## src/rtl/fill_sampler_pkg.sv

```systemverilog
package fill_sampler_pkg;
  typedef enum logic [1:0] {
    UPD_IDLE  = 2'd0,
    UPD_WAIT  = 2'd1,
    UPD_REQ   = 2'd2,
    UPD_WRITE = 2'd3
  } upd_state_e;

  localparam int MIN_INTERVAL = 3;
endpackage

```

## src/rtl/lru_age_bank.sv

```systemverilog
module lru_age_bank #(
  parameter int ENTRIES = 8,
  localparam int IW = $clog2(ENTRIES)
) (
  input  logic          clk,
  input  logic          rst,
  input  logic          touch,
  input  logic [IW-1:0] touch_idx,
  output logic [IW-1:0] victim_idx
);
  // age 0 = most recent, ENTRIES-1 = least recent; ages stay a permutation
  logic [IW-1:0] age_q [ENTRIES];

  always_ff @(posedge clk) begin
    if (rst) begin
      for (int j = 0; j < ENTRIES; j++) age_q[j] <= IW'(j);
    end else if (touch) begin
      for (int j = 0; j < ENTRIES; j++) begin
        if (IW'(j) == touch_idx)
          age_q[j] <= '0;
        else if (age_q[j] < age_q[touch_idx])
          age_q[j] <= age_q[j] + 1'b1;
      end
    end
  end

  always_comb begin
    victim_idx = '0;
    for (int j = 0; j < ENTRIES; j++)
      if (age_q[j] == IW'(ENTRIES - 1)) victim_idx = IW'(j);
  end
endmodule

```

## src/rtl/update_sequencer.sv

```systemverilog
module update_sequencer
  import fill_sampler_pkg::*;
#(
  parameter int N_ENG = 4,
  parameter int ENTRIES = 8,
  parameter int PW = 32,
  parameter int DW = 16,
  localparam int EW = $clog2(N_ENG),
  localparam int IW = $clog2(ENTRIES)
) (
  input  logic             clk,
  input  logic             rst,
  input  logic [DW-1:0]    cfg_interval,
  input  logic             miss_valid,
  input  logic [EW-1:0]    miss_engine,
  input  logic [PW-1:0]    miss_prefix,
  input  logic [N_ENG-1:0] busy_ack,
  input  logic [IW-1:0]    victim_sel,
  output logic [EW-1:0]    cap_engine,
  output logic             commit,
  output logic             drop,
  output logic [N_ENG-1:0] busy_req,
  output logic             wr_valid,
  output logic [EW-1:0]    wr_engine,
  output logic [IW-1:0]    wr_index,
  output logic [PW-1:0]    wr_prefix
);
  upd_state_e    state_q;
  logic [DW-1:0] cnt_q;
  logic [PW-1:0] pfx_q;
  logic [DW-1:0] d_eff;

  assign d_eff  = (cfg_interval < DW'(MIN_INTERVAL)) ? DW'(MIN_INTERVAL) : cfg_interval;
  assign commit = (state_q == UPD_REQ) && busy_ack[cap_engine];
  assign drop   = miss_valid && (state_q != UPD_IDLE);

  always_ff @(posedge clk) begin
    if (rst) begin
      state_q    <= UPD_IDLE;
      cnt_q      <= '0;
      cap_engine <= '0;
      pfx_q      <= '0;
      busy_req   <= '0;
      wr_valid   <= 1'b0;
      wr_engine  <= '0;
      wr_index   <= '0;
      wr_prefix  <= '0;
    end else begin
      wr_valid <= 1'b0;
      case (state_q)
        UPD_IDLE: if (miss_valid) begin
          state_q    <= UPD_WAIT;
          cnt_q      <= d_eff - DW'(MIN_INTERVAL);
          cap_engine <= miss_engine;
          pfx_q      <= miss_prefix;
        end
        UPD_WAIT: begin
          if (cnt_q == '0) begin
            state_q  <= UPD_REQ;
            busy_req <= N_ENG'(1) << cap_engine;
          end else begin
            cnt_q <= cnt_q - 1'b1;
          end
        end
        UPD_REQ: if (commit) begin
          state_q   <= UPD_WRITE;
          wr_valid  <= 1'b1;
          wr_engine <= cap_engine;
          wr_index  <= victim_sel;
          wr_prefix <= pfx_q;
        end
        default: begin
          state_q  <= UPD_IDLE;
          busy_req <= '0;
        end
      endcase
    end
  end
endmodule

```

## src/rtl/drop_counter.sv

```systemverilog
module drop_counter #(
  parameter int CW = 16
) (
  input  logic          clk,
  input  logic          rst,
  input  logic          inc,
  output logic [CW-1:0] count
);
  always_ff @(posedge clk) begin
    if (rst)
      count <= '0;
    else if (inc && (count != {CW{1'b1}}))
      count <= count + 1'b1;
  end
endmodule

```

## src/rtl/cache_fill_sampler.sv

```systemverilog
module cache_fill_sampler #(
  parameter int N_ENG = 4,
  parameter int ENTRIES = 8,
  parameter int PW = 32,
  parameter int DW = 16,
  parameter int CW = 16,
  localparam int EW = $clog2(N_ENG),
  localparam int IW = $clog2(ENTRIES)
) (
  input  logic             clk,
  input  logic             rst,
  input  logic [DW-1:0]    cfg_interval,
  input  logic             miss_valid,
  input  logic [EW-1:0]    miss_engine,
  input  logic [PW-1:0]    miss_prefix,
  input  logic             hit_valid,
  input  logic [EW-1:0]    hit_engine,
  input  logic [IW-1:0]    hit_index,
  input  logic [N_ENG-1:0] busy_ack,
  output logic [N_ENG-1:0] busy_req,
  output logic             wr_valid,
  output logic [EW-1:0]    wr_engine,
  output logic [IW-1:0]    wr_index,
  output logic [PW-1:0]    wr_prefix,
  output logic [CW-1:0]    miss_drops
);
  logic [EW-1:0] cap_engine;
  logic          commit;
  logic          drop;
  logic [IW-1:0] victim [N_ENG];
  logic [IW-1:0] victim_sel;

  assign victim_sel = victim[cap_engine];

  update_sequencer #(
    .N_ENG(N_ENG), .ENTRIES(ENTRIES), .PW(PW), .DW(DW)
  ) u_seq (
    .clk(clk), .rst(rst), .cfg_interval(cfg_interval),
    .miss_valid(miss_valid), .miss_engine(miss_engine), .miss_prefix(miss_prefix),
    .busy_ack(busy_ack), .victim_sel(victim_sel),
    .cap_engine(cap_engine), .commit(commit), .drop(drop),
    .busy_req(busy_req), .wr_valid(wr_valid), .wr_engine(wr_engine),
    .wr_index(wr_index), .wr_prefix(wr_prefix)
  );

  drop_counter #(.CW(CW)) u_drops (
    .clk(clk), .rst(rst), .inc(drop), .count(miss_drops)
  );

  for (genvar g = 0; g < N_ENG; g++) begin : g_bank
    logic          own_write;
    logic          own_hit;
    logic          touch;
    logic [IW-1:0] touch_idx;

    // a write to this cache wins over a hit reported in the same cycle
    assign own_write = commit && (cap_engine == EW'(g));
    assign own_hit   = hit_valid && (hit_engine == EW'(g));
    assign touch     = own_write || own_hit;
    assign touch_idx = own_write ? victim[g] : hit_index;

    lru_age_bank #(.ENTRIES(ENTRIES)) u_lru (
      .clk(clk), .rst(rst), .touch(touch), .touch_idx(touch_idx),
      .victim_idx(victim[g])
    );
  end
endmodule

```

## config.mk

```make
export PLATFORM = sky130hd
export DESIGN_NAME = cache_fill_sampler
export DESIGN_NICKNAME = d
export VERILOG_FILES = /design/src/rtl/fill_sampler_pkg.sv /design/src/rtl/lru_age_bank.sv /design/src/rtl/update_sequencer.sv /design/src/rtl/drop_counter.sv /design/src/rtl/cache_fill_sampler.sv
export SDC_FILE = /design/constraint.sdc
export NUM_CORES = 1
export LEC_CHECK = 0
export BUFFER_PORTS_ARGS = -buffer_cell sky130_fd_sc_hd__buf_2
export CORE_ASPECT_RATIO = 1.5
export CORE_MARGIN = 4
export CORE_UTILIZATION = 60
export CTS_BUF_LIST = sky130_fd_sc_hd__clkbuf_8
export CTS_CLUSTER_DIAMETER = 100
export DETAILED_ROUTE_END_ITERATION = 10
export PLACE_DENSITY = 0.8
export SLEW_MARGIN = 20
export SYNTH_ARGS = -nofsm -noshare
export SYNTH_HDL_FRONTEND = slang
export SYNTH_SLANG_ARGS = --single-unit
```

## constraint.sdc

```tcl
create_clock -name clk -period 6.3 [get_ports clk]
set_input_delay 0.63 -clock clk [delete_from_list [all_inputs] [get_ports clk]]
set_output_delay 0.63 -clock clk [all_outputs]
set_load 0.05 [all_outputs]
```

==> results of run 1 <==
==> per-layer routing <==
metal / track usage / vias to the layer above / wire length [µm]
li1: - / 5666 / -
met1: 0.3173 / 5607 / 12910
met2: 0.4765 / 431 / 16950
met3: 0.03659 / 90 / 2159
met4: 0.1009 / 0 / 1090
met5: 0 / - / 0
==> through the flow <==
stage | total power (µW) | utilization
3_5_place_dp | 3128 | 0.6480
2_1_floorplan | 2789 | -
6_report | 4302 | 0.6798
4_1_cts | 4310 | 0.6794
3_3_place_gp | 3082 | 0.6480
5_1_grt | 4575 | 0.6798
==> power by group through the flow <==
stage	combinational (µW)	clock [µW]	sequential, µW
CTS	1410	1200	1700
detailed placement	1410	0	1720
floorplan	1050	0	1740
global route	1600	1260	1720
finish	1430	1180	1700
global placement	1370	0	1720
==> cells by family (layout without fill, tap and decap cells) <==
kind of cell             after synthesis  in the layout  share of synthesized area
AND/OR/NAND/NOR                      576            576                     0.2137
multiplexers                          46             46                    0.04831
buffers and inverters                114            233                    0.03582
adder cells (fa/ha/maj)              100            100                    0.09566
flip-flops                           206            206                     0.3903
AO/OA/AOI/OAI                        386            386                     0.1967
XOR/XNOR                              29             29                    0.01950
==> synthesized netlist by cell type, types with 6 or more instances <==
cell	n
nor4_1	18
o31ai_1	24
a21boi_0	8
xnor2_1	16
and3_1	14
xor2_1	13
a21o_1	14
o21ai_0	74
clkbuf_1	53
buf_2	10
a221oi_1	7
nor3b_1	17
dfxtp_1	110
a21oi_1	105
nor3_1	51
nor2b_1	9
inv_1	40
or2_2	8
a2111oi_0	6
a211oi_1	12
ha_1	98
o22ai_1	10
nand3_1	43
o21a_1	6
o31a_1	10
a211o_1	6
and2_1	13
mux4_2	12
and3b_1	9
edfxtp_1	96
a22oi_1	6
mux2_2	8
nand4_1	19
nor2_1	101
a311oi_1	7
nand2_1	218
o21ai_1	7
nand2b_1	15
or3_1	23
o211ai_1	16
a31oi_1	15
mux2i_1	24
==> flip-flops by register name (all words and copies together) (netlist names) <==
signal              cells
g_bank.u_lru.age_q     96
u_drops.count          16
u_seq.busy_req          4
u_seq.cap_engine        2
u_seq.cnt_q            16
u_seq.pfx_q            32
u_seq.state_q           2
u_seq.wr_engine         2
u_seq.wr_index          3
u_seq.wr_prefix        32
u_seq.wr_valid          1
==> tightest hold or removal path: stages <==
cell and delay (ns):
buf_2 0.09, nand2_1 0.04, a21oi_1 0.05
==> final cells by class <==
class / instances / share of cell area
repair buffers: 134 / 0.04908
multi-input cells: 1137 / 0.5186
inverters: 40 / 0.01041
flip-flops and latches: 206 / 0.3524
clock buffers: 35 / 0.03339
clock inverters: 24 / 0.01283
well taps: 268 / 0.02324
==> layout by cell type, fill, tap and decap left out, types with 9 or more instances in the layout <==
cell      count
a31oi_1      15
nand3_1      43
xor2_1       13
nor2_1      101
nor4_1       18
buf_2       119
ha_1         98
a211oi_1     12
clkbuf_8     35
or3_1        23
and3_1       14
mux4_2       12
o22ai_1      10
nor3b_1      17
and3b_1       9
nand4_1      19
a21oi_1     105
dfxtp_1     110
nor2b_1       9
nand2_1     218
o31ai_1      24
xnor2_1      16
o21ai_0      74
buf_4        15
edfxtp_1     96
nand2b_1     15
o211ai_1     16
inv_1        55
and2_1       13
nor3_1       51
o31a_1       10
mux2i_1      24
a21o_1       14
==> worst paths after layout <==
| path | endpoint | slack, ns | cells after the start | start |
|---|---|---|---|---|
| worst min register to register | u_seq.wr_prefix[29]$_SDFFE_PP0P_ | 0.45 | 2 | u_seq.pfx_q[29]$_SDFFE_PP0P_ |
| worst min-delay path | u_seq.pfx_q[11]$_SDFFE_PP0P_ | 0.35 | 3 | miss_prefix[11] |
| worst max-delay path | g_bank[2].u_lru.age_q[0][2]$_SDFFCE_PN0P_ | 1.60 | 11 | u_seq.state_q[0]$_SDFFE_PP0P_ |
| worst max register to register | g_bank[2].u_lru.age_q[0][2]$_SDFFCE_PN0P_ | 1.60 | 11 | u_seq.state_q[0]$_SDFFE_PP0P_ |
==> summary.txt, run 1 <==
Critical path
  • Crit-path most repeated cell: ha_1
  • CP Max Fanout: 13
  • Slowest cell on the critical path: mux2i_1
  • CP Class: register to register
  • Required @ worst endpoint: 6.49 ns
  • Setup crit start kind: register
  • Top delay family on crit path: compound AO/OA/AOI/OAI gates
  • Cells along the critical path: inv_1 -> ha_1 -> and4b_1 -> nand2b_1 -> o22ai_1 -> mux4_2 -> mux2i_1 -> ha_1 -> o211ai_1 -> a31oi_1 -> o21ai_0
  • CP Buf/Inv Count: 1
  • Critical path's largest stage delay: 0.69 ns
  • Critical path arrival: 4.89 ns
  • CP endpoint kind: register

Power
  • Peak VDD IR: 151.3 µV
  • Clock power frac: 0.273
  • PD cells: 298.2 mW/mm²
  • P_int: 2720 µW
  • Pleak: 0.005642 µW
  • Sw Pwr: 1582 µW
  • Sequential share of power: 0.395
  • Gate power share: 0.332
  • Switching part of the total power: 0.3677

GRT
  • Vias in the first global route: 11,390
  • First-pass GRT wire length: 54,280 µm
  • Gr ovfl total: 0
  • Pin count of the biggest net entering global routing: 79
  • Tot GR Track Use: 0.2655
  • Initial antenna violation count: 0

CTS
  • Num CTS Buffers: 34
  • Setup Buffers After CTS: 0
  • CTS clk-pin slew, worst paths: 0.06 ns
  • Clock Sinks: 206
  • Htree depth: 2
  • Hold buffer count at CTS: 0
  • Root Driver: clkbuf_8
  • Cts repair resizes: 0
  • Clock Path Buffers: 3
  • CTS tree: yes
  • Clock insertion delay at the later pin of the skew report: 0.53 ns

Timing
  • Setup ws final: 1.599 ns
  • Max_slew headroom: 0.3776
  • Max Slew Vio Count: 0
  • Setup Viol. Count Final: 0
  • Final Hold Fails: 0
  • FMAX: 212.7 MHz
  • Clock Skew: 0.02227 ns
  • Fin Setup TNS: 0 ns
  • Hold slack: 0.3458 ns
  • Worst slew pin tran: 0.9076 ns
  • Tcrit/Tclk final: 0.7461
  • Minimum clock period: 4.701 ns
  • RSZ-0062 raised after global routing: no

Logic synthesis
  • Area leader, netlist: edfxtp_1
  • EDFF count, synth: 96
  • Avg Inst Size Synth: 8.941 µm²
  • #FFs+latches synth: 206
  • Area share of the largest cell type after synthesis: 0.2213
  • Syn Inst Count: 1,457
  • Syn Std Cell Area: 0.01303 mm²
  • Ys flop type: dfxtp_1
  • Async SR Flop Fraction: 0
  • Warnings from Yosys: 0
  • Post-synthesis sequential area ratio: 0.3903
  • Yosys cell types: 80
  • Synth area leaders: edfxtp_1 (22%), dfxtp_1 (17%), ha_1 (9.4%)
  • Synthesized net count: 1,618

Routing
  • Routed WL: 33,100 µm
  • Vias per cell: 6.396
  • Drt drc: 0
  • Avg WL per Cell: 17.95 µm
  • Routed Antenna Nets: 0
  • First-pass DRT Iterations: 5
  • Via count: 11,790
  • Iter 0 DRT Violations: 776

Cells and area
  • Finished layout cell area: 0.01443 mm²
  • Area of the multi-input gates: 0.007483 mm²
  • Ant diodes: 0
  • Layout cells sized above 1: 0.1402
  • Non-Filler Instances: 1,844
  • Layout filler cell count: 1,737
  • Nets: 1,714
  • Layout overhead on the synthesized area: 10.76%
  • Sequential cell area: 0.005085 mm²

Place
  • Placed cells: 1,785
  • DP HPWL: 24,090 µm
  • Number of port buffers: 120
  • Pre-CTS setup slack: 1.669 ns
  • GPL Wtd Cong: 0.9614
  • Placed inst area: 0.01375 mm²

Floorplanning
  • IO Pins: 121
  • Floorplan core area: 0.02123 mm²
  • Die extent in y: 188.5 µm
  • # rows: 65
  • Initial cell density of the core: 0.6137
  • Die width: 128.3 µm
  • DIE AREA: 0.02418 mm²

Run
  • Max-cap viol count: 0

Status
  • Status: completed

Min path
  • Hold Path Class: input pin to register
No activity file was read; power rests on OpenSTA's default activity.
==> run 2, diff against run 1 <==
==> constraint.sdc (replaced) <==
create_clock -name clk -period 4.5 [get_ports clk]
set_input_delay 0.45 -clock clk [delete_from_list [all_inputs] [get_ports clk]]
set_output_delay 0.45 -clock clk [all_outputs]
set_load 0.05 [all_outputs]
==> run 2 against run 1 <==
- clock-buffer cell count up 7
- routed wire length rose by 0.97%
- highest routed layer unchanged
- critical endpoint is now g_bank[1].u_lru.age_q[4][1]$_SDFFCE_PN0P_
- global-route usage grew 0.24 points
- cell area grew 1.3%
- non-clock buffer count increased by 16
==> summary.txt, run 2 (synthesis gave the netlist of run 1 again) <==
Floorplanning
  • IO Pins: 121 (unchanged)
  • DIE AREA: 0.02418 mm² (unchanged)
  • Die extent in y: 188.5 µm (unchanged)
  • # rows: 65 (unchanged)
  • Initial cell density of the core: 0.6137 (unchanged)
  • Die width: 128.3 µm (unchanged)
  • Floorplan core area: 0.02123 mm² (unchanged)

Place
  • Number of port buffers: 120 (unchanged)
  • GPL Wtd Cong: 0.9370 (was 0.9614)
  • DP HPWL: 24,100 µm (was 24,090 µm)
  • Placed inst area: 0.01387 mm² (was 0.01375 mm²)

Cells and area
  • Nets: 1,731 (was 1,714)
  • Largest register by flop count: g_bank.u_lru.age_q (unchanged)
  • Most frequent cells in the layout: nand2_1 (218), buf_2 (119), dfxtp_1 (110), a21oi_1 (105), nor2_1 (101) (unchanged)
  • Layout cells sized above 1: 0.1524 (was 0.1402)
  • Max reg flops: 96 (unchanged)
  • Most common cell after layout, fill and taps aside: nand2_1 (unchanged)
  • Finished layout cell area: 0.01461 mm² (was 0.01443 mm²)
  • Ant diodes: 0 (unchanged)
  • Layout overhead on the synthesized area: 12.17% (was 10.76%)
  • Biggest regs: g_bank.u_lru.age_q: 96 flops, u_seq.pfx_q: 32 flops, u_seq.wr_prefix: 32 flops (unchanged)

Timing
  • RSZ-0062 raised after global routing: no (unchanged)
  • Max Slew Vio Count: 0 (unchanged)
  • Max_slew headroom: 0.3030 (was 0.3776)
  • Final Hold Fails: 0 (unchanged)
  • Worst slew pin tran: 1.045 ns (was 0.9076 ns)
  • Tcrit/Tclk final: 0.9220 (was 0.7461)
  • Fin Setup TNS: 0 ns (unchanged)
  • Clock Skew: 0.02212 ns (was 0.02227 ns)
  • Minimum clock period: 4.149 ns (was 4.701 ns)
  • FMAX: 241.0 MHz (was 212.7 MHz)
  • Setup Viol. Count Final: 0 (unchanged)

GRT
  • Tot GR Track Use: 0.2679 (was 0.2655)
  • Pin count of the biggest net entering global routing: 98 (was 79)
  • First-pass GRT wire length: 54,370 µm (was 54,280 µm)
  • Initial antenna violation count: 0 (unchanged)
  • Gr ovfl total: 0 (unchanged)
  • Vias in the first global route: 11,580 (was 11,390)

CTS
  • Htree depth: 2 (unchanged)
  • Hold buffer count at CTS: 0 (unchanged)
  • CTS clk-pin slew, worst paths: 0.06 ns (about the same)
  • Root Driver: clkbuf_8 (unchanged)
  • Clock Path Buffers: 3 (unchanged)
  • Num CTS Buffers: 35 (was 34)
  • CTS tree: yes (unchanged)
  • Clock Sinks: 206 (unchanged)
  • Clock insertion delay at the later pin of the skew report: 0.54 ns (was 0.53 ns)

Critical path
  • Worst reg2reg path depth: 10 (was 11)
  • Critical path arrival: 4.32 ns (was 4.89 ns)
  • CP endpoint kind: register (unchanged)
  • Critical path's largest stage delay: 0.61 ns (was 0.69 ns)
  • Setup crit start kind: register (unchanged)
  • CP Max Fanout: 18 (was 13)
  • Top delay family on crit path: compound AO/OA/AOI/OAI gates (unchanged)
  • Crit-path most repeated cell: ha_1 (unchanged)
  • Cells along the critical path: ha_1 -> ha_1 -> nor4_1 -> mux2_4 -> mux2i_1 -> nand3_1 -> nand4_1 -> o311ai_1 -> a31oi_1 -> o21ai_0 (was inv_1 -> ha_1 -> and4b_1 -> nand2b_1 -> o22ai_1 -> mux4_2 -> mux2i_1 -> ha_1 -> o211ai_1 -> a31oi_1 -> o21ai_0)
  • Reg-to-reg endpoint: g_bank[1].u_lru.age_q[4][1]$_SDFFCE_PN0P_ (was g_bank[2].u_lru.age_q[0][2]$_SDFFCE_PN0P_)
  • Slowest cell on the critical path: o311ai_1 (was mux2i_1)
  • CP Buf/Inv Count: 0 (was 1)
  • Crit path from: g_bank[1].u_lru.age_q[7][0]$_SDFFCE_PP1P_ (was u_seq.state_q[0]$_SDFFE_PP0P_)
  • Crit path capture: g_bank[1].u_lru.age_q[4][1]$_SDFFCE_PN0P_ (was g_bank[2].u_lru.age_q[0][2]$_SDFFCE_PN0P_)
  • R2R Path Start: g_bank[1].u_lru.age_q[7][0]$_SDFFCE_PP1P_ (was u_seq.state_q[0]$_SDFFE_PP0P_)
  • Levels on crit path: 10 (was 11)
  • Reg-to-reg slack, setup: 0.35 ns (was 1.60 ns)
  • CP Class: register to register (unchanged)
  • Required @ worst endpoint: 4.67 ns (was 6.49 ns)

Routing
  • First-pass DRT Iterations: 5 (unchanged)
  • Vias per cell: 6.391 (was 6.396)
  • Drt drc: 0 (unchanged)
  • Iter 0 DRT Violations: 805 (was 776)
  • Routed WL: 33,430 µm (was 33,100 µm)
  • Avg WL per Cell: 17.94 µm (was 17.95 µm)
  • Routed Antenna Nets: 0 (unchanged)
  • Via count: 11,910 (was 11,790)

Power
  • Pleak: 0.005733 µW (was 0.005642 µW)
  • PD cells: 420.2 mW/mm² (was 298.2 mW/mm²)
  • Peak VDD IR: 235.3 µV (was 151.3 µV)

Min path
  • Hold Path Class: input pin to register (unchanged)

Run
  • Max-cap viol count: 0 (unchanged)

Status
  • Status: completed (unchanged)
## run 2: how the worst min path moves through the flow
stage / startpoint / to / slack (ns) / cells past startpoint
4_1_cts: miss_prefix[20] / u_seq.pfx_q[20]$_SDFFE_PP0P_ / 0.13 / 3
3_5_place_dp: u_seq.pfx_q[8]$_SDFFE_PP0P_ / u_seq.wr_prefix[8]$_SDFFE_PP0P_ / 0.44 / 2
3_3_place_gp: u_seq.pfx_q[3]$_SDFFE_PP0P_ / u_seq.wr_prefix[3]$_SDFFE_PP0P_ / 0.44 / 2
6_report: miss_prefix[20] / u_seq.pfx_q[20]$_SDFFE_PP0P_ / 0.15 / 3
2_1_floorplan: u_seq.pfx_q[0]$_SDFFE_PP0P_ / u_seq.wr_prefix[0]$_SDFFE_PP0P_ / 0.43 / 2
5_1_grt: miss_prefix[26] / u_seq.pfx_q[26]$_SDFFE_PP0P_ / 0.14 / 3
## run 2: routing by layer
| layer | up-vias | part of all wire | track usage |
|---|---|---|---|
| li1 | 5706 | - | - |
| met5 | - | 0 | 0 |
| met4 | 0 | 0.042 | 0.1279 |
| met1 | 5626 | 0.38 | 0.3049 |
| met2 | 462 | 0.51 | 0.4811 |
| met3 | 112 | 0.069 | 0.04254 |
## run 2: worst register-to-register path, cell delays in order, from the launching register on
cell and delay (ns):
edfxtp_1 0.50, ha_1 0.26, ha_1 0.25, nor4_1 0.57
mux2_4 0.44, mux2i_1 0.13, nand3_1 0.09, nand4_1 0.45
o311ai_1 0.61, a31oi_1 0.13, o21ai_0 0.38
## run 2: what timing repair did
action,4_1_cts,5_1_grt
buffers inserted,0,0
resized for setup,0,4
hold endpoints to repair,0,0
endpoints found under the setup margin,0,22
## run 2: where the power goes
part	switching (µW)	internal (µW)
Clock	767	962
Sequential	194	2190
Combinational	1280	744
Total	2250	3900
## run 2: area by class of cell
class	count	area, µm²
clock buffers	42	578.1
fillers	1731	6614
multi-input cells	1137	7497
flip-flops and latches	206	5085
well taps	268	335.3
inverters	40	150.1
clock inverters	20	138.9
repair buffers	150	828.3
## run 2: stage by stage
step	hold WS (ns)	util	power, µW	std cells	setup WS [ns]
2_1_floorplan	0.4322	-	3904	1457	0.4104
3_3_place_gp	0.4351	0.6536	4344	1801	0.3521
3_5_place_dp	0.4432	0.6536	4412	1801	0.1267
4_1_cts	0.1313	0.6874	6147	1863	0.1093
5_1_grt	0.1448	0.6884	6512	1863	0.06301
6_report	0.1528	0.6884	6140	1863	0.3511
